<file path="src/rtl/rra_pkg.sv">
package rra_pkg;
  // Member order matches field bits 11 down to 0.
  typedef struct packed {
    logic clrAc;
    logic clrE;
    logic cmpAc;
    logic cmpE;
    logic rotR;
    logic rotL;
    logic incAc;
    logic tstPos;
    logic tstNeg;
    logic tstZero;
    logic tstEZero;
    logic doHalt;
  } rraStrobes_t;

  localparam int unsigned OPFIELD_W = $bits(rraStrobes_t);
  localparam logic [3:0] REG_GROUP = 4'b0111;
endpackage

</file>
<file path="src/rtl/rra_ctrl.sv">
module rra_ctrl
  import rra_pkg::*;
#(
  parameter int unsigned INSTR_W = 16
) (
  input  logic               clk,
  input  logic               rstN,
  input  logic               exec,
  input  logic [INSTR_W-1:0] instr,
  input  logic               acSign,
  input  logic               acZero,
  input  logic               eCur,
  output rraStrobes_t        strobes,
  output logic               skip,
  output logic               halt
);
  localparam int unsigned GROUP_LSB = INSTR_W - 4;

  logic [OPFIELD_W-1:0] field;
  logic [OPFIELD_W-1:0] lowest;
  logic                 isReg;
  logic                 active;
  logic                 skipNext;

  assign field  = instr[OPFIELD_W-1:0];
  assign isReg  = (instr[INSTR_W-1:GROUP_LSB] == REG_GROUP);
  assign active = exec && isReg && !halt;
  // Isolate the lowest set bit: lowest-numbered operation wins.
  assign lowest = field & (~field + 1'b1);

  always_comb begin
    strobes = '0;
    if (active) strobes = rraStrobes_t'(lowest);
  end

  assign skipNext = (strobes.tstPos   && !acSign) ||
                    (strobes.tstNeg   &&  acSign) ||
                    (strobes.tstZero  &&  acZero) ||
                    (strobes.tstEZero && !eCur);

  always_ff @(posedge clk) begin
    if (!rstN) begin
      skip <= 1'b0;
      halt <= 1'b0;
    end else begin
      skip <= skipNext;
      if (strobes.doHalt) halt <= 1'b1;
    end
  end

  AST_ONE_STROBE: assert property (@(posedge clk) disable iff (!rstN) $onehot0(strobes));
  AST_HALT_STICKY: assert property (@(posedge clk) disable iff (!rstN) halt |=> halt);
  AST_HALT_NO_SKIP: assert property (@(posedge clk) disable iff (!rstN) halt |=> !skip);
  AST_SKIP_NEEDS_EXEC: assert property (@(posedge clk) disable iff (!rstN) !exec |=> !skip);
endmodule

</file>
<file path="src/rtl/rra_datapath.sv">
module rra_datapath
  import rra_pkg::*;
#(
  parameter int unsigned DATA_W = 16
) (
  input  logic              clk,
  input  logic              rstN,
  input  rraStrobes_t       strobes,
  output logic [DATA_W-1:0] acc,
  output logic              eFlag,
  output logic              acSign,
  output logic              acZero
);
  logic [DATA_W-1:0] accNext;
  logic              eNext;

  assign acSign = acc[DATA_W-1];
  assign acZero = (acc == '0);

  always_comb begin
    accNext = acc;
    eNext   = eFlag;
    if (strobes.clrAc)      accNext = '0;
    else if (strobes.clrE)  eNext   = 1'b0;
    else if (strobes.cmpAc) accNext = ~acc;
    else if (strobes.cmpE)  eNext   = ~eFlag;
    else if (strobes.rotR) begin
      accNext = {eFlag, acc[DATA_W-1:1]};
      eNext   = acc[0];
    end else if (strobes.rotL) begin
      accNext = {acc[DATA_W-2:0], eFlag};
      eNext   = acc[DATA_W-1];
    end else if (strobes.incAc) accNext = acc + 1'b1;
  end

  always_ff @(posedge clk) begin
    if (!rstN) begin
      acc   <= '0;
      eFlag <= 1'b0;
    end else begin
      acc   <= accNext;
      eFlag <= eNext;
    end
  end

  AST_IDLE_HOLD: assert property (@(posedge clk) disable iff (!rstN)
    (strobes == '0) |=> ($stable(acc) && $stable(eFlag)));
  AST_CLEAR_ZERO: assert property (@(posedge clk) disable iff (!rstN)
    strobes.clrAc |=> (acc == '0));
  AST_INC_KEEPS_E: assert property (@(posedge clk) disable iff (!rstN)
    strobes.incAc |=> (eFlag == $past(eFlag)));
  AST_ROTR_CARRY: assert property (@(posedge clk) disable iff (!rstN)
    strobes.rotR |=> (eFlag == $past(acc[0])));
  AST_TEST_HOLDS: assert property (@(posedge clk) disable iff (!rstN)
    (strobes.tstPos || strobes.tstNeg || strobes.tstZero || strobes.tstEZero)
      |=> ($stable(acc) && $stable(eFlag)));
endmodule

</file>
<file path="src/rtl/rra_unit.sv">
module rra_unit
  import rra_pkg::*;
#(
  parameter int unsigned DATA_W = 16
) (
  input  logic              clk,
  input  logic              rstN,
  input  logic              exec,
  input  logic [DATA_W-1:0] instr,
  output logic [DATA_W-1:0] acc,
  output logic              eFlag,
  output logic              skip,
  output logic              halt
);
  rraStrobes_t strobes;
  logic        acSign;
  logic        acZero;

  rra_ctrl #(.INSTR_W(DATA_W)) u_ctrl (
    .clk(clk), .rstN(rstN), .exec(exec), .instr(instr),
    .acSign(acSign), .acZero(acZero), .eCur(eFlag),
    .strobes(strobes), .skip(skip), .halt(halt)
  );

  rra_datapath #(.DATA_W(DATA_W)) u_dp (
    .clk(clk), .rstN(rstN), .strobes(strobes),
    .acc(acc), .eFlag(eFlag), .acSign(acSign), .acZero(acZero)
  );
endmodule

</file>
<file path="config.mk">
export PLATFORM = sky130hd
export DESIGN_NAME = rra_unit
export DESIGN_NICKNAME = d
export VERILOG_FILES = /design/src/rtl/rra_pkg.sv /design/src/rtl/rra_ctrl.sv /design/src/rtl/rra_datapath.sv /design/src/rtl/rra_unit.sv
export SDC_FILE = /design/constraint.sdc
export NUM_CORES = 1
export LEC_CHECK = 0
export CAP_MARGIN = 20
export CORE_ASPECT_RATIO = 1.25
export CORE_MARGIN = 4
export CORE_UTILIZATION = 50
export CTS_BUF_LIST = sky130_fd_sc_hd__clkbuf_8
export CTS_CLUSTER_SIZE = 24
export DETAILED_ROUTE_END_ITERATION = 10
export MAX_ROUTING_LAYER = met4
export PLACE_DENSITY_LB_ADDON = 0.08
export SETUP_SLACK_MARGIN = 0.4
export SYNTH_ARGS = -nofsm -noshare
export SYNTH_HDL_FRONTEND = slang
export SYNTH_SLANG_ARGS = --single-unit
</file>
<file path="constraint.sdc">
create_clock -name clk -period 2.5 [get_ports clk]
set_input_delay 0.25 -clock clk [delete_from_list [all_inputs] [get_ports clk]]
set_output_delay 0.25 -clock clk [all_outputs]
set_load 0.02 [all_outputs]
</file>
# Word level (Yosys, flattened, before mapping)
# Cells that the tools add are included.
[word_totals] register_bits=19 inputBits=19 output_inout_bits=19
[classes] addsub=2 n_eq_ne=3 muxes=11 n_bitwise=7 n_reduce_logical=18
[op_table] cell="$mux 16" n=5
[op_table] cell="$add 16x1->16 const B" n=1
[op_table] cell="$logic_not 16->1" n=1
[op_table] cell="$not 16->16" n=1
[op_table] cell="$add 12x1->12 const B" n=1
[op_table] cell="$and 12x12->12" n=1
[op_table] cell="$mux 12" n=1
[op_table] cell="$not 12->12" n=1
[op_table] cell="$reduce_bool 4->1" n=2
[op_table] cell="$logic_and 1x1->1" n=6
[op_table] cell="$reduce_and 3->1" n=2
[op_table] cell="$mux 1" n=5
[op_table] cell="$eq 4x3->1 const B" n=1
[op_table] cell="$ne 2x1->1 const B" n=2
[op_table] cell="$not 1->1" n=4
[op_table] cell="$logic_not 1->1" n=3
[op_table] cell="$logic_or 1x1->1" n=3
[op_table] cell="$reduce_or 2->1" n=1

# Logic depth before layout (Yosys ltp)
[depth] ltp_word=9 ltp_mapped=8

# Modules after synthesis
# Synthesis repeated with hierarchy kept, for this count alone.
[unflattened] hier_cells=272 area_unflattened_um2=1925.6
[modules_own_cells] mod="rra_datapath" instances=1 cells_each=239 area_per_inst_um2=1677.9 seq_area_each_um2=340.3
[modules_own_cells] mod="rra_ctrl" instances=1 cells_each=33 area_per_inst_um2=247.7 seq_area_each_um2=40.0

# Worst setup path before layout
# No wires, ideal clock.
[synth_timing] path_type="register to register" from="register u_dp.acc[2]" to="register u_dp.acc[13]" setup_time_ns=0.086 arrival_time_ns=1.817 required_time_ns=2.414 setup_slack_ns=0.597 path_stages_with_launch=8 path_cell_list="dfxtp_1 buf_2 nand4_4 or2_1 o32a_1 o211ai_2 a21oi_1 a211oi_1"
[synth_via] elab_chain_cells=6
[synth_lines] item="from (decl)" line_no="rra_datapath.sv:9" source="output logic [DATA_W-1:0] acc,"
[synth_lines] item="from (signal assigned)" line_no="rra_datapath.sv:41" source="acc <= accNext;"
[synth_lines] item="$add 16x1->16" line_no="rra_datapath.sv:33" source="end else if (strobes.incAc) accNext = acc + 1'b1;"
[synth_lines] item="$mux 16" line_no="rra_datapath.sv:33"
[synth_lines] item="$mux 16" line_no="rra_datapath.sv:30" source="end else if (strobes.rotL) begin"
[synth_lines] item="$mux 16" line_no="rra_datapath.sv:27" source="else if (strobes.rotR) begin"
[synth_lines] item="$mux 16" line_no="rra_datapath.sv:26" source="else if (strobes.cmpE) eNext = ~eFlag;"
[synth_lines] item="$mux 16" line_no="rra_datapath.sv:25" source="else if (strobes.cmpAc) accNext = ~acc;"
# No other way between the ends. The select of a mux whose other input is x is not followed.
# A chain may end at the register's enable or synchronous reset.

# Final worst setup path
[layout_timing] from="input port instr[4]" to="register u_dp.acc[9]"
[layout_via] elab_chain_cells=8
[layout_lines] item="from (decl)" line_no="rra_unit.sv:9" source="input logic [DATA_W-1:0] instr,"
[layout_lines] item="$not 12->12 (*)" line_no="rra_ctrl.sv:29" source="assign lowest = field & (~field + 1'b1);"
[layout_lines] item="$add 12x1->12 (*)" line_no="rra_ctrl.sv:29"
[layout_lines] item="$and 12x12->12 (*)" line_no="rra_ctrl.sv:29"
[layout_lines] item="$mux 12 (*)" line_no="rra_ctrl.sv:33" source="if (active) strobes = rraStrobes_t'(lowest);"
[layout_lines] item="$mux 16" line_no="rra_datapath.sv:30"
[layout_lines] item="$mux 16" line_no="rra_datapath.sv:27"
[layout_lines] item="$mux 16" line_no="rra_datapath.sv:26"
[layout_lines] item="$mux 16" line_no="rra_datapath.sv:25"
# Every way passes the cells marked *; elsewhere a longest branch is shown, timed or not. The select of a mux whose other input is x is not followed.

==> qor.yml <==
run_status:
  status: "finished, final reports clean"
timing:
  timing_hold_violations_final: 0
  fmaxAchievable_ghz: 0.4963
  setup_repair_after_global_routing_missed_its_margin: "no"
  fin_crit_sh: 0.8060
  final-max-slew-violation-count: 0
  tns_ns: 0
  finalCriticalPeriod_ns: 2.015
  slew_headroom: 0.6902
  max_clock_skew_ns: 0.01033
  timing.final.setup_violations: 0
  timing_worst_slew_pin_value_ns: 0.4641
synth:
  share_of_flip_flops_with_an_asynchronous_set_or_reset: 0
  yosys.cell_count.top_type: "sky130_fd_sc_hd__nor2_1"
  synth.distinct_cells: 64
  mappedNetlistArea_um2: 1764
  syn_nets: 259
  netlist_top_cells_area: "sky130_fd_sc_hd__dfxtp_1, sky130_fd_sc_hd__a21oi_1, sky130_fd_sc_hd__nor2_1"
  synth-main-ff-cell: "sky130_fd_sc_hd__dfxtp_1"
  synth_area_leader_cell: "sky130_fd_sc_hd__dfxtp_1"
  synth.yosys.warnings: 0
  synth_seq_area_share: 0.2156
  synth_commonest_cells: "sky130_fd_sc_hd__nor2_1, sky130_fd_sc_hd__a21oi_1, sky130_fd_sc_hd__dfxtp_1, sky130_fd_sc_hd__nand2_1, sky130_fd_sc_hd__o21ai_0"
  synth-seq-cells: 19
  post_synth_edffs: 0
  synth.top_cell.area_share: 0.2156
  syn_area_per_cell_um2: 7.413
  synth_cells: 238
placement:
  finalWeightedCongestion: 0.9697
  hpwl_um: 3988
  place_area_um2: 2202
  io_buffers: 37
  dp.cells: 311
drt:
  detailed_route_vias_per_instance: 6.262
  detail_route.first_pass.iterations: 4
  via_count: 2029
  drt_first_iter_violations: 120
  postRouteWirelength_um: 5619
  route.antenna.remaining_nets: 0
  drc: 0
  routedWlPerCell_um: 17.34
global_route:
  grt_first_pass_wirelength_um: 8818
  antenna_found_initial: 0
  largest_net_degree_at_the_start_of_global_routing: 17
  globalRouteTotalUtil: 0.2625
  grt_pass1_vias: 1880
  global_route.overflow_total: 0
setup_path:
  cpMostUsedCell: "sky130_fd_sc_hd__nor3_4"
  top_fanout_value_on_the_critical_path: 6
  reg2reg_setup_slack_ns: 0.48
  required_ns: 2.64
  critPathArrivalTime_ns: 2.16
  delay_contributed_by_the_slowest_stage_of_the_critical_path_ns: 0.47
  crit_path_end_kind: "flip-flop"
  crit_slowest_cell: "sky130_fd_sc_hd__clkdlybuf4s50_1"
  critical_path.top_delay_family: "buffers and inverters"
  crit_path_start_kind: "primary input"
  crit_type: "primary input to flip-flop"
  worstPathBufferInverterCount: 4
  crit_path_cell_trace: "clkdlybuf4s50_1 -> nor3_4 -> buf_4 -> nand4_4 -> nor3_4 -> buf_6 -> buf_12 -> a211oi_1 -> a21oi_1 -> o22ai_1"
cts:
  max-clock-path-buffers: 2
  cts_buffers: 3
  hold_buffers_post_cts: 0
  cts_tree: "built"
  clk-insertion-delay-late_ns: 0.26
  cts_num_sinks: 19
  worst_setup_hold_path_clk_slew_ns: 0.07
  htreeDepth: 1
  cts-root-buf: "sky130_fd_sc_hd__clkbuf_8"
die:
  floorplan.die.width_um: 61.13
  start_util: 0.5331
  die_area_um2: 4549
  ios: 38
  core_um2: 3309
  floorplan.rows: 23
  die_height_um: 74.41
cells_and_area:
  fin_nets: 309
  syn2layout_area_growth_pct: 35.39
  final_layout_size_suffix_gt1_frac: 0.1951
  antenna_cells: 0
  final_cell_area_um2: 2389
  layoutNonFillerInstCount: 324
flow_run:
  maxCapViolations: 0
power_and_ir_drop:
  p_per_area_nw_per_um2: 255.9
  leakage_nw: 0.8454
  vdd.ir_drop.worst_mv: 0.2651
hold_path:
  worst_hold_path_type: "primary input to flip-flop"
[stage by stage]
step | util | setup slack (ns) | total power [mW] | hold slack [ns]
finish | 0.7217 | 0.4850 | 0.6113 | 0.3171
global route | 0.7217 | 0.3764 | 0.6327 | 0.3173
CTS | 0.6794 | 0.4115 | 0.6032 | 0.5520
detailed placement | 0.6654 | 0.1239 | 0.3855 | 0.5351
global placement | 0.6654 | 0.1120 | 0.3851 | 0.5042
floorplan | - | 0.5975 | 0.3405 | 0.3469
[flip-flops by register name (all words and copies together), names as in the netlist]
signal,count
u_ctrl.halt,1
u_ctrl.skip,1
u_dp.acc,16
u_dp.eFlag,1
[layout make-up]
class                   count  area, um^2
multi-input cells         194        1300
fillers                   266       920.9
repair buffers             64       591.8
flip-flops and latches     19       382.9
well taps                  37       46.29
clock buffers               3       41.29
inverters                   6       22.52
clock inverters             1       3.754
[what timing repair did]
item,in CTS,in global routing
cloned,0,1
pin swaps,0,5
setup endpoints to repair,1,13
setup buffers,0,8
resized for setup,1,18
hold endpoints to repair,0,0
[layer usage]
metal,up-vias,share of wire,global-route usage
li1,994,-,-
met1,945,0.42,0.3414
met2,73,0.49,0.4129
met3,17,0.058,0.02778
met4,0,0.035,0.09880
met5,-,0,-
[cell usage in the layout, fill, tap and decap left out, types with 2 or more instances in the layout]
master | netlist | routed
sky130_fd_sc_hd__clkdlybuf4s50_1 | 0 | 35
sky130_fd_sc_hd__nor2_1 | 27 | 25
sky130_fd_sc_hd__a21oi_1 | 24 | 24
sky130_fd_sc_hd__buf_4 | 8 | 24
sky130_fd_sc_hd__nand2_1 | 19 | 19
sky130_fd_sc_hd__dfxtp_1 | 19 | 17
sky130_fd_sc_hd__o21ai_0 | 13 | 13
sky130_fd_sc_hd__a211oi_1 | 10 | 10
sky130_fd_sc_hd__inv_1 | 6 | 7
sky130_fd_sc_hd__o21ai_1 | 7 | 7
sky130_fd_sc_hd__nor3_1 | 7 | 6
sky130_fd_sc_hd__nand3_1 | 6 | 6
sky130_fd_sc_hd__nand4_1 | 4 | 4
sky130_fd_sc_hd__nand2b_1 | 4 | 4
sky130_fd_sc_hd__mux2i_1 | 4 | 4
sky130_fd_sc_hd__o22ai_1 | 4 | 4
sky130_fd_sc_hd__nor3_4 | 2 | 3
sky130_fd_sc_hd__nand4_4 | 1 | 3
sky130_fd_sc_hd__xnor2_1 | 3 | 3
sky130_fd_sc_hd__clkbuf_8 | 0 | 3
sky130_fd_sc_hd__o2bb2ai_1 | 2 | 2
sky130_fd_sc_hd__a21o_2 | 2 | 2
sky130_fd_sc_hd__a311oi_1 | 2 | 2
sky130_fd_sc_hd__or3_1 | 2 | 2
sky130_fd_sc_hd__o211ai_1 | 2 | 2
sky130_fd_sc_hd__o221ai_1 | 2 | 2
sky130_fd_sc_hd__a32oi_1 | 2 | 2
sky130_fd_sc_hd__a21boi_0 | 2 | 2
sky130_fd_sc_hd__a221oi_1 | 2 | 2
sky130_fd_sc_hd__o21a_1 | 2 | 2
sky130_fd_sc_hd__nor4_1 | 2 | 2
sky130_fd_sc_hd__nand3b_1 | 2 | 2
sky130_fd_sc_hd__ha_1 | 2 | 2
sky130_fd_sc_hd__dlymetal6s2s_1 | 0 | 2
sky130_fd_sc_hd__dfxtp_2 | 0 | 2
[power by group]
group	switching (mW)	internal (mW)	total [mW]	leakage, nW
Clock	0.112	0.110	0.221	0.0269
Combinational	0.0423	0.0446	0.0869	0.665
Sequential	0.000377	0.303	0.303	0.154
Total	0.154	0.457	0.611	0.845
[worst paths after layout]
path / start / to / depth (start not counted)
setup / recovery: instr[4] / u_dp.acc[9] / 10
hold / removal: instr[1] / u_ctrl.skip / 2
setup reg to reg: u_dp.acc[3] / u_dp.acc[13] / 6
hold reg to reg: u_ctrl.halt / u_ctrl.halt / 2
[kinds of logic (layout without fill, tap and decap cells)]
| family | count (synthesis) | in the layout | share of synthesized area |
|---|---|---|---|
| adder cells (fa/ha/maj) | 2 | 2 | 0.01418 |
| flip-flops | 19 | 19 | 0.2156 |
| buffers and inverters | 25 | 74 | 0.07730 |
| XOR/XNOR | 4 | 4 | 0.01986 |
| AO/OA/AOI/OAI | 88 | 88 | 0.3298 |
| AND/OR/NAND/NOR | 96 | 96 | 0.3206 |
| multiplexers | 4 | 4 | 0.02270 |
No activity file was read; power rests on OpenSTA's default activity.
